$ cat src/rtl/wdt_pkg.sv
package wdt_pkg;
  localparam int unsigned OFS_CFG  = 32'h00;
  localparam int unsigned OFS_CNT  = 32'h08;
  localparam int unsigned OFS_SCL  = 32'h10;
  localparam int unsigned OFS_FEED = 32'h18;
  localparam int unsigned OFS_KEY  = 32'h1C;
  localparam int unsigned OFS_CMP  = 32'h20;

  localparam logic [31:0] KEY_MAGIC  = 32'h0051_F15E;
  localparam logic [31:0] FEED_MAGIC = 32'h0D09_F00D;

  localparam int SCALE_W       = 4;
  localparam int CFG_RST_EN    = 8;
  localparam int CFG_ZERO_CMP  = 9;
  localparam int CFG_EN_ALWAYS = 12;
  localparam int CFG_EN_AWAKE  = 13;
  localparam int CFG_PEND      = 28;

  typedef struct packed {
    logic [SCALE_W-1:0] scale;
    logic               rst_en;
    logic               zero_cmp;
    logic               en_always;
    logic               en_awake;
    logic               pend;
  } wdt_ctrl_t;
endpackage

$ cat src/rtl/wdt_key_guard.sv
module wdt_key_guard
  import wdt_pkg::*;
#(
  parameter int DATA_W = 32
) (
  input  logic              clk_i,
  input  logic              rst_ni,
  input  logic              wr_i,
  input  logic              sel_key_i,
  input  logic              sel_prot_i,
  input  logic [DATA_W-1:0] wdata_i,
  output logic              armed_o,
  output logic              grant_o
);
  logic armed_q;

  always_ff @(posedge clk_i or negedge rst_ni) begin
    if (!rst_ni)                armed_q <= 1'b0;
    else if (wr_i && sel_key_i) armed_q <= (wdata_i == DATA_W'(KEY_MAGIC));
    else if (wr_i && sel_prot_i) armed_q <= 1'b0;  // one-shot, consumed even if useless
  end

  assign armed_o = armed_q;
  assign grant_o = wr_i & sel_prot_i & armed_q;

  AST_KEY_ARMS: assert property (@(posedge clk_i) disable iff (!rst_ni)
    (wr_i && sel_key_i && wdata_i == DATA_W'(KEY_MAGIC)) |=> armed_o);
  AST_KEY_BAD_VALUE: assert property (@(posedge clk_i) disable iff (!rst_ni)
    (wr_i && sel_key_i && wdata_i != DATA_W'(KEY_MAGIC)) |=> !armed_o);
  AST_KEY_ONE_SHOT: assert property (@(posedge clk_i) disable iff (!rst_ni)
    (wr_i && sel_prot_i) |=> !armed_o);
endmodule

$ cat src/rtl/wdt_scaler.sv
module wdt_scaler
  import wdt_pkg::*;
#(
  parameter int CNT_W    = 31,
  parameter int SCALED_W = 16
) (
  input  logic [CNT_W-1:0]    count_i,
  input  logic [SCALE_W-1:0]  scale_i,
  output logic [SCALED_W-1:0] scaled_o
);
  localparam int NUM_TAPS = 1 << SCALE_W;

  logic [SCALED_W-1:0] tap [NUM_TAPS];

  for (genvar s = 0; s < NUM_TAPS; s++) begin : g_tap
    assign tap[s] = SCALED_W'(count_i >> s);
  end

  assign scaled_o = tap[scale_i];
endmodule

$ cat src/rtl/wdt_count_unit.sv
module wdt_count_unit
  import wdt_pkg::*;
#(
  parameter int CNT_W    = 31,
  parameter int SCALED_W = 16
) (
  input  logic                clk_i,
  input  logic                rst_ni,
  input  logic                en_always_i,
  input  logic                en_awake_i,
  input  logic                core_awake_i,
  input  logic                zero_cmp_i,
  input  logic [SCALE_W-1:0]  scale_i,
  input  logic                tick_i,
  input  logic [SCALED_W-1:0] cmp_i,
  input  logic                load_i,
  input  logic [CNT_W-1:0]    load_val_i,
  input  logic                feed_clr_i,
  output logic [CNT_W-1:0]    count_o,
  output logic [SCALED_W-1:0] scaled_o,
  output logic                hit_o
);
  logic [CNT_W-1:0] count_q;
  logic             run;

  assign run = en_always_i | (en_awake_i & core_awake_i);

  wdt_scaler #(.CNT_W(CNT_W), .SCALED_W(SCALED_W)) u_scaler (
    .count_i (count_q),
    .scale_i (scale_i),
    .scaled_o(scaled_o)
  );

  assign hit_o = run & (scaled_o >= cmp_i);

  // priority: software load > feed > zero-on-match > tick
  always_ff @(posedge clk_i or negedge rst_ni) begin
    if (!rst_ni)                  count_q <= '0;
    else if (load_i)              count_q <= load_val_i;
    else if (feed_clr_i)          count_q <= '0;
    else if (hit_o && zero_cmp_i) count_q <= '0;
    else if (run && tick_i)       count_q <= count_q + 1'b1;
  end

  assign count_o = count_q;

  AST_CNT_STEP: assert property (@(posedge clk_i) disable iff (!rst_ni)
    (run && tick_i && !load_i && !feed_clr_i && !(hit_o && zero_cmp_i))
    |=> count_q == CNT_W'($past(count_q) + 1'b1));
  AST_CNT_HOLD: assert property (@(posedge clk_i) disable iff (!rst_ni)
    (!(run && tick_i) && !load_i && !feed_clr_i && !(hit_o && zero_cmp_i))
    |=> $stable(count_q));
  AST_FEED_CLEARS: assert property (@(posedge clk_i) disable iff (!rst_ni)
    (feed_clr_i && !load_i) |=> count_q == '0);
  AST_ZERO_ON_HIT: assert property (@(posedge clk_i) disable iff (!rst_ni)
    (hit_o && zero_cmp_i && !load_i) |=> count_q == '0);
endmodule

$ cat src/rtl/keyed_wdt.sv
module keyed_wdt
  import wdt_pkg::*;
#(
  parameter int ADDR_W   = 6,
  parameter int DATA_W   = 32,
  parameter int CNT_W    = 31,
  parameter int SCALED_W = 16
) (
  input  logic              clk_i,
  input  logic              rst_ni,
  input  logic [ADDR_W-1:0] addr_i,
  input  logic              we_i,
  input  logic [DATA_W-1:0] wdata_i,
  output logic [DATA_W-1:0] rdata_o,
  input  logic              tick_i,
  input  logic              core_awake_i,
  output logic              irq_o,
  output logic              rst_req_o
);
  localparam int CMP_W = SCALED_W;

  logic sel_cfg, sel_cnt, sel_scl, sel_feed, sel_key, sel_cmp, sel_prot;
  logic armed, grant, hit, feed_clr;
  logic [DATA_W-1:0]   cfg_q;
  logic [CMP_W-1:0]    cmp_q;
  logic [CNT_W-1:0]    count;
  logic [SCALED_W-1:0] scaled;
  wdt_ctrl_t           ctrl;

  assign sel_cfg  = (addr_i == ADDR_W'(OFS_CFG));
  assign sel_cnt  = (addr_i == ADDR_W'(OFS_CNT));
  assign sel_scl  = (addr_i == ADDR_W'(OFS_SCL));
  assign sel_feed = (addr_i == ADDR_W'(OFS_FEED));
  assign sel_key  = (addr_i == ADDR_W'(OFS_KEY));
  assign sel_cmp  = (addr_i == ADDR_W'(OFS_CMP));
  assign sel_prot = sel_cfg | sel_cnt | sel_feed | sel_cmp;

  wdt_key_guard #(.DATA_W(DATA_W)) u_key (
    .clk_i     (clk_i),
    .rst_ni    (rst_ni),
    .wr_i      (we_i),
    .sel_key_i (sel_key),
    .sel_prot_i(sel_prot),
    .wdata_i   (wdata_i),
    .armed_o   (armed),
    .grant_o   (grant)
  );

  assign ctrl.scale     = cfg_q[SCALE_W-1:0];
  assign ctrl.rst_en    = cfg_q[CFG_RST_EN];
  assign ctrl.zero_cmp  = cfg_q[CFG_ZERO_CMP];
  assign ctrl.en_always = cfg_q[CFG_EN_ALWAYS];
  assign ctrl.en_awake  = cfg_q[CFG_EN_AWAKE];
  assign ctrl.pend      = cfg_q[CFG_PEND];

  // hardware set of pending wins over a same-cycle software clear
  always_ff @(posedge clk_i or negedge rst_ni) begin
    if (!rst_ni) begin
      cfg_q <= '0;
    end else if (grant && sel_cfg) begin
      cfg_q           <= wdata_i;
      cfg_q[CFG_PEND] <= wdata_i[CFG_PEND] | hit;
    end else if (hit) begin
      cfg_q[CFG_PEND] <= 1'b1;
    end
  end

  always_ff @(posedge clk_i or negedge rst_ni) begin
    if (!rst_ni)               cmp_q <= '0;
    else if (grant && sel_cmp) cmp_q <= wdata_i[CMP_W-1:0];
  end

  assign feed_clr = grant & sel_feed & (wdata_i == DATA_W'(FEED_MAGIC));

  wdt_count_unit #(.CNT_W(CNT_W), .SCALED_W(SCALED_W)) u_cnt (
    .clk_i       (clk_i),
    .rst_ni      (rst_ni),
    .en_always_i (ctrl.en_always),
    .en_awake_i  (ctrl.en_awake),
    .core_awake_i(core_awake_i),
    .zero_cmp_i  (ctrl.zero_cmp),
    .scale_i     (ctrl.scale),
    .tick_i      (tick_i),
    .cmp_i       (cmp_q),
    .load_i      (grant & sel_cnt),
    .load_val_i  (wdata_i[CNT_W-1:0]),
    .feed_clr_i  (feed_clr),
    .count_o     (count),
    .scaled_o    (scaled),
    .hit_o       (hit)
  );

  always_comb begin
    rdata_o = '0;
    if (sel_cfg)      rdata_o = cfg_q;
    else if (sel_cnt) rdata_o = DATA_W'(count);
    else if (sel_scl) rdata_o = DATA_W'(scaled);
    else if (sel_key) rdata_o = DATA_W'(armed);
    else if (sel_cmp) rdata_o = DATA_W'(cmp_q);
  end

  assign irq_o     = ctrl.pend;
  assign rst_req_o = hit & ctrl.rst_en;

  AST_PEND_ON_HIT: assert property (@(posedge clk_i) disable iff (!rst_ni)
    hit |=> irq_o);
  AST_PEND_STICKY: assert property (@(posedge clk_i) disable iff (!rst_ni)
    (irq_o && !(grant && sel_cfg)) |=> irq_o);
  AST_LOCKED_CMP_HOLD: assert property (@(posedge clk_i) disable iff (!rst_ni)
    (!armed) |=> $stable(cmp_q));
endmodule

$ cat config.mk
export PLATFORM = sky130hd
export DESIGN_NAME = keyed_wdt
export DESIGN_NICKNAME = d
export VERILOG_FILES = /design/src/rtl/wdt_pkg.sv /design/src/rtl/wdt_key_guard.sv /design/src/rtl/wdt_scaler.sv /design/src/rtl/wdt_count_unit.sv /design/src/rtl/keyed_wdt.sv
export SDC_FILE = /design/constraint.sdc
export NUM_CORES = 1
export LEC_CHECK = 0
export CORE_ASPECT_RATIO = 2
export CORE_MARGIN = 2
export CORE_UTILIZATION = 55
export CTS_CLUSTER_DIAMETER = 40
export DETAILED_ROUTE_END_ITERATION = 8
export PLACE_DENSITY = 0.78
export SLEW_MARGIN = 20
export SYNTH_ARGS = -nofsm -noshare
export SYNTH_HDL_FRONTEND = slang
export SYNTH_SLANG_ARGS = --single-unit
$ cat constraint.sdc
create_clock -name clk_i -period 13.45 [get_ports clk_i]
set_clock_uncertainty 0.15 [all_clocks]
set_input_delay 2.69 -clock clk_i [delete_from_list [all_inputs] [get_ports clk_i]]
set_output_delay 2.69 -clock clk_i [all_outputs]
set_load 0.02 [all_outputs]
### Word-level counts from Yosys, hierarchy flattened

Cells that the tools add are included.

* register bits: 80
* input port bits: 43
* word-level logic and storage cells: 55

* add/subtract/negate cells: 1
* magnitude comparators: 2
* eq/ne operators: 7
* mux-type cells: 16
* bitwise operators: 14
* reduce and logical (&&, ||, !) cells: 10

Operators by type and width (count)
* 31-bit two-way mux: 5
* 16-bit two-way mux: 5
* 16-bit binary-select mux with 4-bit select: 1
* 32-bit by 23-bit == test with 1-bit output, second input constant: 1
* 32-bit by 28-bit == test with 1-bit output, second input constant: 1
* 32-bit two-way mux: 1
* 31-bit by 1-bit adder with 31-bit output, second input constant: 1
* 6-bit by 5-bit == test with 1-bit output, second input constant: 3
* 16-bit greater-or-equal comparator: 1
* 1-bit bitwise AND: 8
* 6-bit by 4-bit == test with 1-bit output, second input constant: 1
* 6-bit == test, second input constant: 1
* 1-bit logical AND: 6
* 6-bit zero test: 1
* 5-bit greater-or-equal comparator, second input constant: 1
* 4-bit inverter with 5-bit output: 1
* 1-bit OR: 5
* 1-bit two-way mux: 4
* 2-bit nonzero test: 2
* 4-bit nonzero test: 1

### Depth between registers and ports, before layout

* depth after elaboration: 10
* gate-level depth with buffers: 16

### Hierarchy

Synthesis repeated with hierarchy kept, for this count alone.

* cell total of the unflattened synthesis: 670
* area total of the unflattened synthesis: 6401.1 µm²

By module, submodules not included
* keyed_wdt: instances 1, cells each 258, area an instance 2806.4 µm²
* wdt_count_unit: instances 1, cells each 335, area an instance 2603.7 µm²
* wdt_scaler: instances 1, cells each 61, area an instance 837.1 µm²
* wdt_key_guard: instances 1, cells each 16, area an instance 153.9 µm²

### Worst setup path before layout

No wires, ideal clock.

* path kind: input port to output port
* start point: input addr_i[1]
* end point: output rdata_o[3]
* data arrival time: 4.530 ns
* required time: 10.610 ns
* path slack: 6.080 ns
* stages: 5
* buffers on the path: 1
* cell sequence: or3_1 buf_6 or4b_2 a211o_1 a22oi_1

* longest elaborated chain between the ends: 6

Ends and longest elaborated chain
* start: declaration: RTL line keyed_wdt.sv:11 `input logic [ADDR_W-1:0] addr_i,`
* 6-bit == test: RTL line keyed_wdt.sv:35 `assign sel_cmp = (addr_i == ADDR_W'(OFS_CMP));`
* 16-bit two-way mux: RTL line keyed_wdt.sv:99 `else if (sel_cmp) rdata_o = DATA_W'(cmp_q);`
* 16-bit two-way mux: RTL line keyed_wdt.sv:98 `else if (sel_key) rdata_o = DATA_W'(armed);`
* 16-bit two-way mux: RTL line keyed_wdt.sv:97 `else if (sel_scl) rdata_o = DATA_W'(scaled);`
* 31-bit two-way mux: RTL line keyed_wdt.sv:96 `else if (sel_cnt) rdata_o = DATA_W'(count);`
* 32-bit two-way mux *: RTL line keyed_wdt.sv:95 `if (sel_cfg) rdata_o = cfg_q;`
* end: declaration: RTL line keyed_wdt.sv:14 `output logic [DATA_W-1:0] rdata_o,`

Mark *: on every way between the ends. The rest lies on a longest branch, timed or not.

### Final worst setup path

* start point: input addr_i[1]
* end point: output rdata_o[0]

The elaborated chain is that of the path after synthesis.

==> impl_results.md <==
* Final core utilization at 0.637
* Worst rel slew slack at 0.265
* Final worst slack at about 5000 ps
* H-Tree Depth at 3
* Routed Antenna Nets at 0
* Largest cells by area after synthesis: dfrtp_1, mux4_2, mux2_2, mux2i_1, nand2_1
* Critical path arrival at 5620 ps
* Minimum clock period at about 8500 ps
* Gate power share at 0.081
* Ant. Diodes at 0
* Core box area at 0.0124 mm²
* Global route total overflow at 0
* Compound-gate portion of the synthesized area at 0.224
* Mux contribution to synthesized area at 0.210
* Status: completed
* Antenna violations before repair at 0
* Syn Nets at 810
* Least-Margin Pin Slew at 1100 ps
* Main combinational cell family by area after synthesis: compound AO/OA/AOI/OAI gates
* Net Sw Power at 0.137 mW
* Post-route cell area at 0.00791 mm²
* Fill cells at 1030
* R2r setup slk at approximately 8400 ps
* Drt first-iter violations at roughly 770
* Hold Crit Start: cfg_q[31]$_DFFE_PN0P_
* Post-synth top area cell: dfrtp_1
* CTS Hold Bufs at 0
* Share of async-settable or async-resettable flops after synthesis at 1.00
* Cell row count at 58
* Post-CTS Setup Repair Bufs at 0
* Seq pwr share at 0.460
* Reg2reg start: cfg_q[2]$_DFFE_PN0P_
* Die Span X at roughly 83 µm
* Max-Cap Viols at 0
* Setup tns final at 0 ps
* Syn Area/Cell at 9.22 µm²
* Number of synthesized flops with an enable pin at 0
* Vias in the first global route at ~6400
* R2R depth at 11
* Syn Inst Count at 750
* Detail Placement HPWL at between 15 and 20 mm
* Post-Syn Area at a little under 0.007 mm²
* Max Buffers Root-to-Sink at 2
* Critical Path Source Type: input pin
* Clock power share at 0.459
* Vias per cell at 7.15
* Leakage at between 3 and 4 nW
* Detailed Route WL at ~23 mm
* Sequential area share after synthesis at 0.290
* Critical path class: in -> out
* Clock Sinks at 80
* Adder-cell share of the synthesized area at 0.0308
* Simple logic cell fraction of the synthesized area at 0.184
* Pint at 0.386 mW
* Largest net degree at the start of global routing at 57
* Root Driver: clkbuf_16
* PwrDens at 66.1 mW/mm²
* Clk slew on worst S/H paths at about 70 ps
* Final RePlAce weighted congestion at approximately 0.97
* Placed Area at around 0.0076 mm²
* Setup WS pre-CTS at between 4000 and 5000 ps
* First-pass GRT wire length at about 35 mm
* Required time worst endpoint at 10610 ps
* Remaining DRCs at 0
* Endpoints failing hold at 0
* Clock Latency Late Sink at 350 ps
* Mean routed wirelength per cell at ~24 µm
* Top cells by count, synth: dfrtp_1, nand2_1, clkbuf_1
* Layout cells sized above 1 at 0.151
* DR pass1 iterations at 5
* Synth Flop Type: dfrtp_1
* Worst-path fanout max at 16
* TritonCTS clock tree: done
* Period utilization at 0.629
* Final slew viol count at 0
* Yosys warnings at 0
* Worst Hold Class: reg -> reg
* Post-synthesis cell type count at 62
* NumNets Final at roughly 830
* Worst hold path depth at 1
* Sw Ratio at 0.261
* Crit end category: output port
* Die area at 0.0135 mm²
* Post-Synth XOR/XNOR Area at 0
* R2R Path End: u_cnt.count_o[22]$_DFFE_PN0P_
* CTS buffer count at 9
* Initial Util at 0.557
* GRT Util Overall at 0.335
* CTS resizes at 0
* Most common cell in the synthesized netlist: dfrtp_1
* Buffers on Ports at 76
* Synth top area share at 0.290
* Highest clock rate at 0.118 GHz
* Max VDD drop at 0.0610 mV
* RSZ-0062 raised after global routing: no
* Min-Delay Endpoint: cfg_q[31]$_DFFE_PN0P_
* Die height at 163 µm
* Vias after detailed routing at 6627
* Ports at 77
* Flop and latch count out of synthesis at 80
* Synth-to-Final Area Change at 14.4%
* Endpoints failing setup at 0
[power groups by stage]
stage | registers [mW] | clock network [mW] | logic (mW)
4_1_cts | 0.240 | 0.239 | 0.0419
5_1_grt | 0.240 | 0.248 | 0.0446
3_5_place_dp | 0.245 | 0 | 0.0417
2_1_floorplan | 0.245 | 0 | 0.0117
6_report | 0.240 | 0.240 | 0.0423
3_3_place_gp | 0.245 | 0 | 0.0412
[state kept, by name (all words and copies together) (netlist names)]
name / flops
cfg_q: 32
cmp_q: 16
u_cnt.count_o: 31
u_key.armed_o: 1
[cell type report]
| cell class | instances | area (µm²) | area share |
|---|---|---|---|
| repair buffers | 87 | 836 | 0.106 |
| flip-flops and latches | 80 | 2000 | 0.253 |
| clock buffers | 9 | 225 | 0.0285 |
| multi-input cells | 571 | 4520 | 0.571 |
| well taps | 150 | 188 | 0.0237 |
| inverters | 23 | 86.3 | 0.0109 |
| clock inverters | 7 | 56.3 | 0.00712 |
[worst max-delay path, cell delays in order]
cell             delay, ps
clkdlybuf4s50_1        410
or3_1                  550
or3_1                  620
nor2_1                 460
a221oi_1               130
o21ai_0                120
clkdlybuf4s50_1        640
[metrics by stage]
step / power (mW) / std cells / hold WS, ps
3_5_place_dp: 0.287 / 911 / 340
5_1_grt: 0.533 / 927 / 367
6_report: 0.523 / 927 / 349
3_3_place_gp: 0.286 / 911 / 328
4_1_cts: 0.521 / 927 / 355
2_1_floorplan: 0.257 / 750 / 321
[placed cells by master, fill, tap and decap left out, types with 5 or more instances in the layout]
cell type	synthesis	final
inv_1	22	22
a211oi_1	24	24
nor4bb_1	5	5
dfrtp_1	80	80
clkdlybuf4s50_1	0	74
a221oi_1	20	20
o22a_1	22	22
o21a_1	5	5
clkbuf_16	0	9
and4_1	9	9
mux2_2	41	41
a211o_1	5	5
a21oi_1	48	48
buf_4	0	12
mux4_2	23	23
a211oi_2	10	10
o21ai_0	22	22
mux2i_1	46	46
nor3_1	9	8
nor4_1	6	6
and3_1	20	20
nand2_1	70	70
nor2_1	43	43
a22oi_1	5	5
nand3_1	10	10
a31oi_1	12	12
and2_1	29	29
ha_1	17	17
nand4_1	13	13
[logic make-up (layout without fill, tap and decap cells)]
family | count (synthesis) | after routing
muxes | 111 | 111
and+or+nand+nor | 234 | 234
AOI/OAI and AO/OA | 209 | 209
buffers and inverters | 99 | 126
DFF | 80 | 80
adders and majority gates | 17 | 17
[worst max path at each step]
stage | startpoint | to | slack (ps)
global placement | addr_i[1] | rdata_o[4] | 4960
finish | addr_i[1] | rdata_o[0] | 4990
detailed placement | addr_i[1] | rdata_o[2] | 4830
floorplan | addr_i[1] | rdata_o[3] | 6080
global route | addr_i[1] | rdata_o[0] | 4800
CTS | addr_i[1] | rdata_o[2] | 4820
[routing by layer]
metal	GRT usage	routed length [µm]
met4	0.231	1710
met2	0.519	10500
met1	0.426	8590
met3	0.0537	1860
met5	0	0
(Power assumes the default switching activity.)
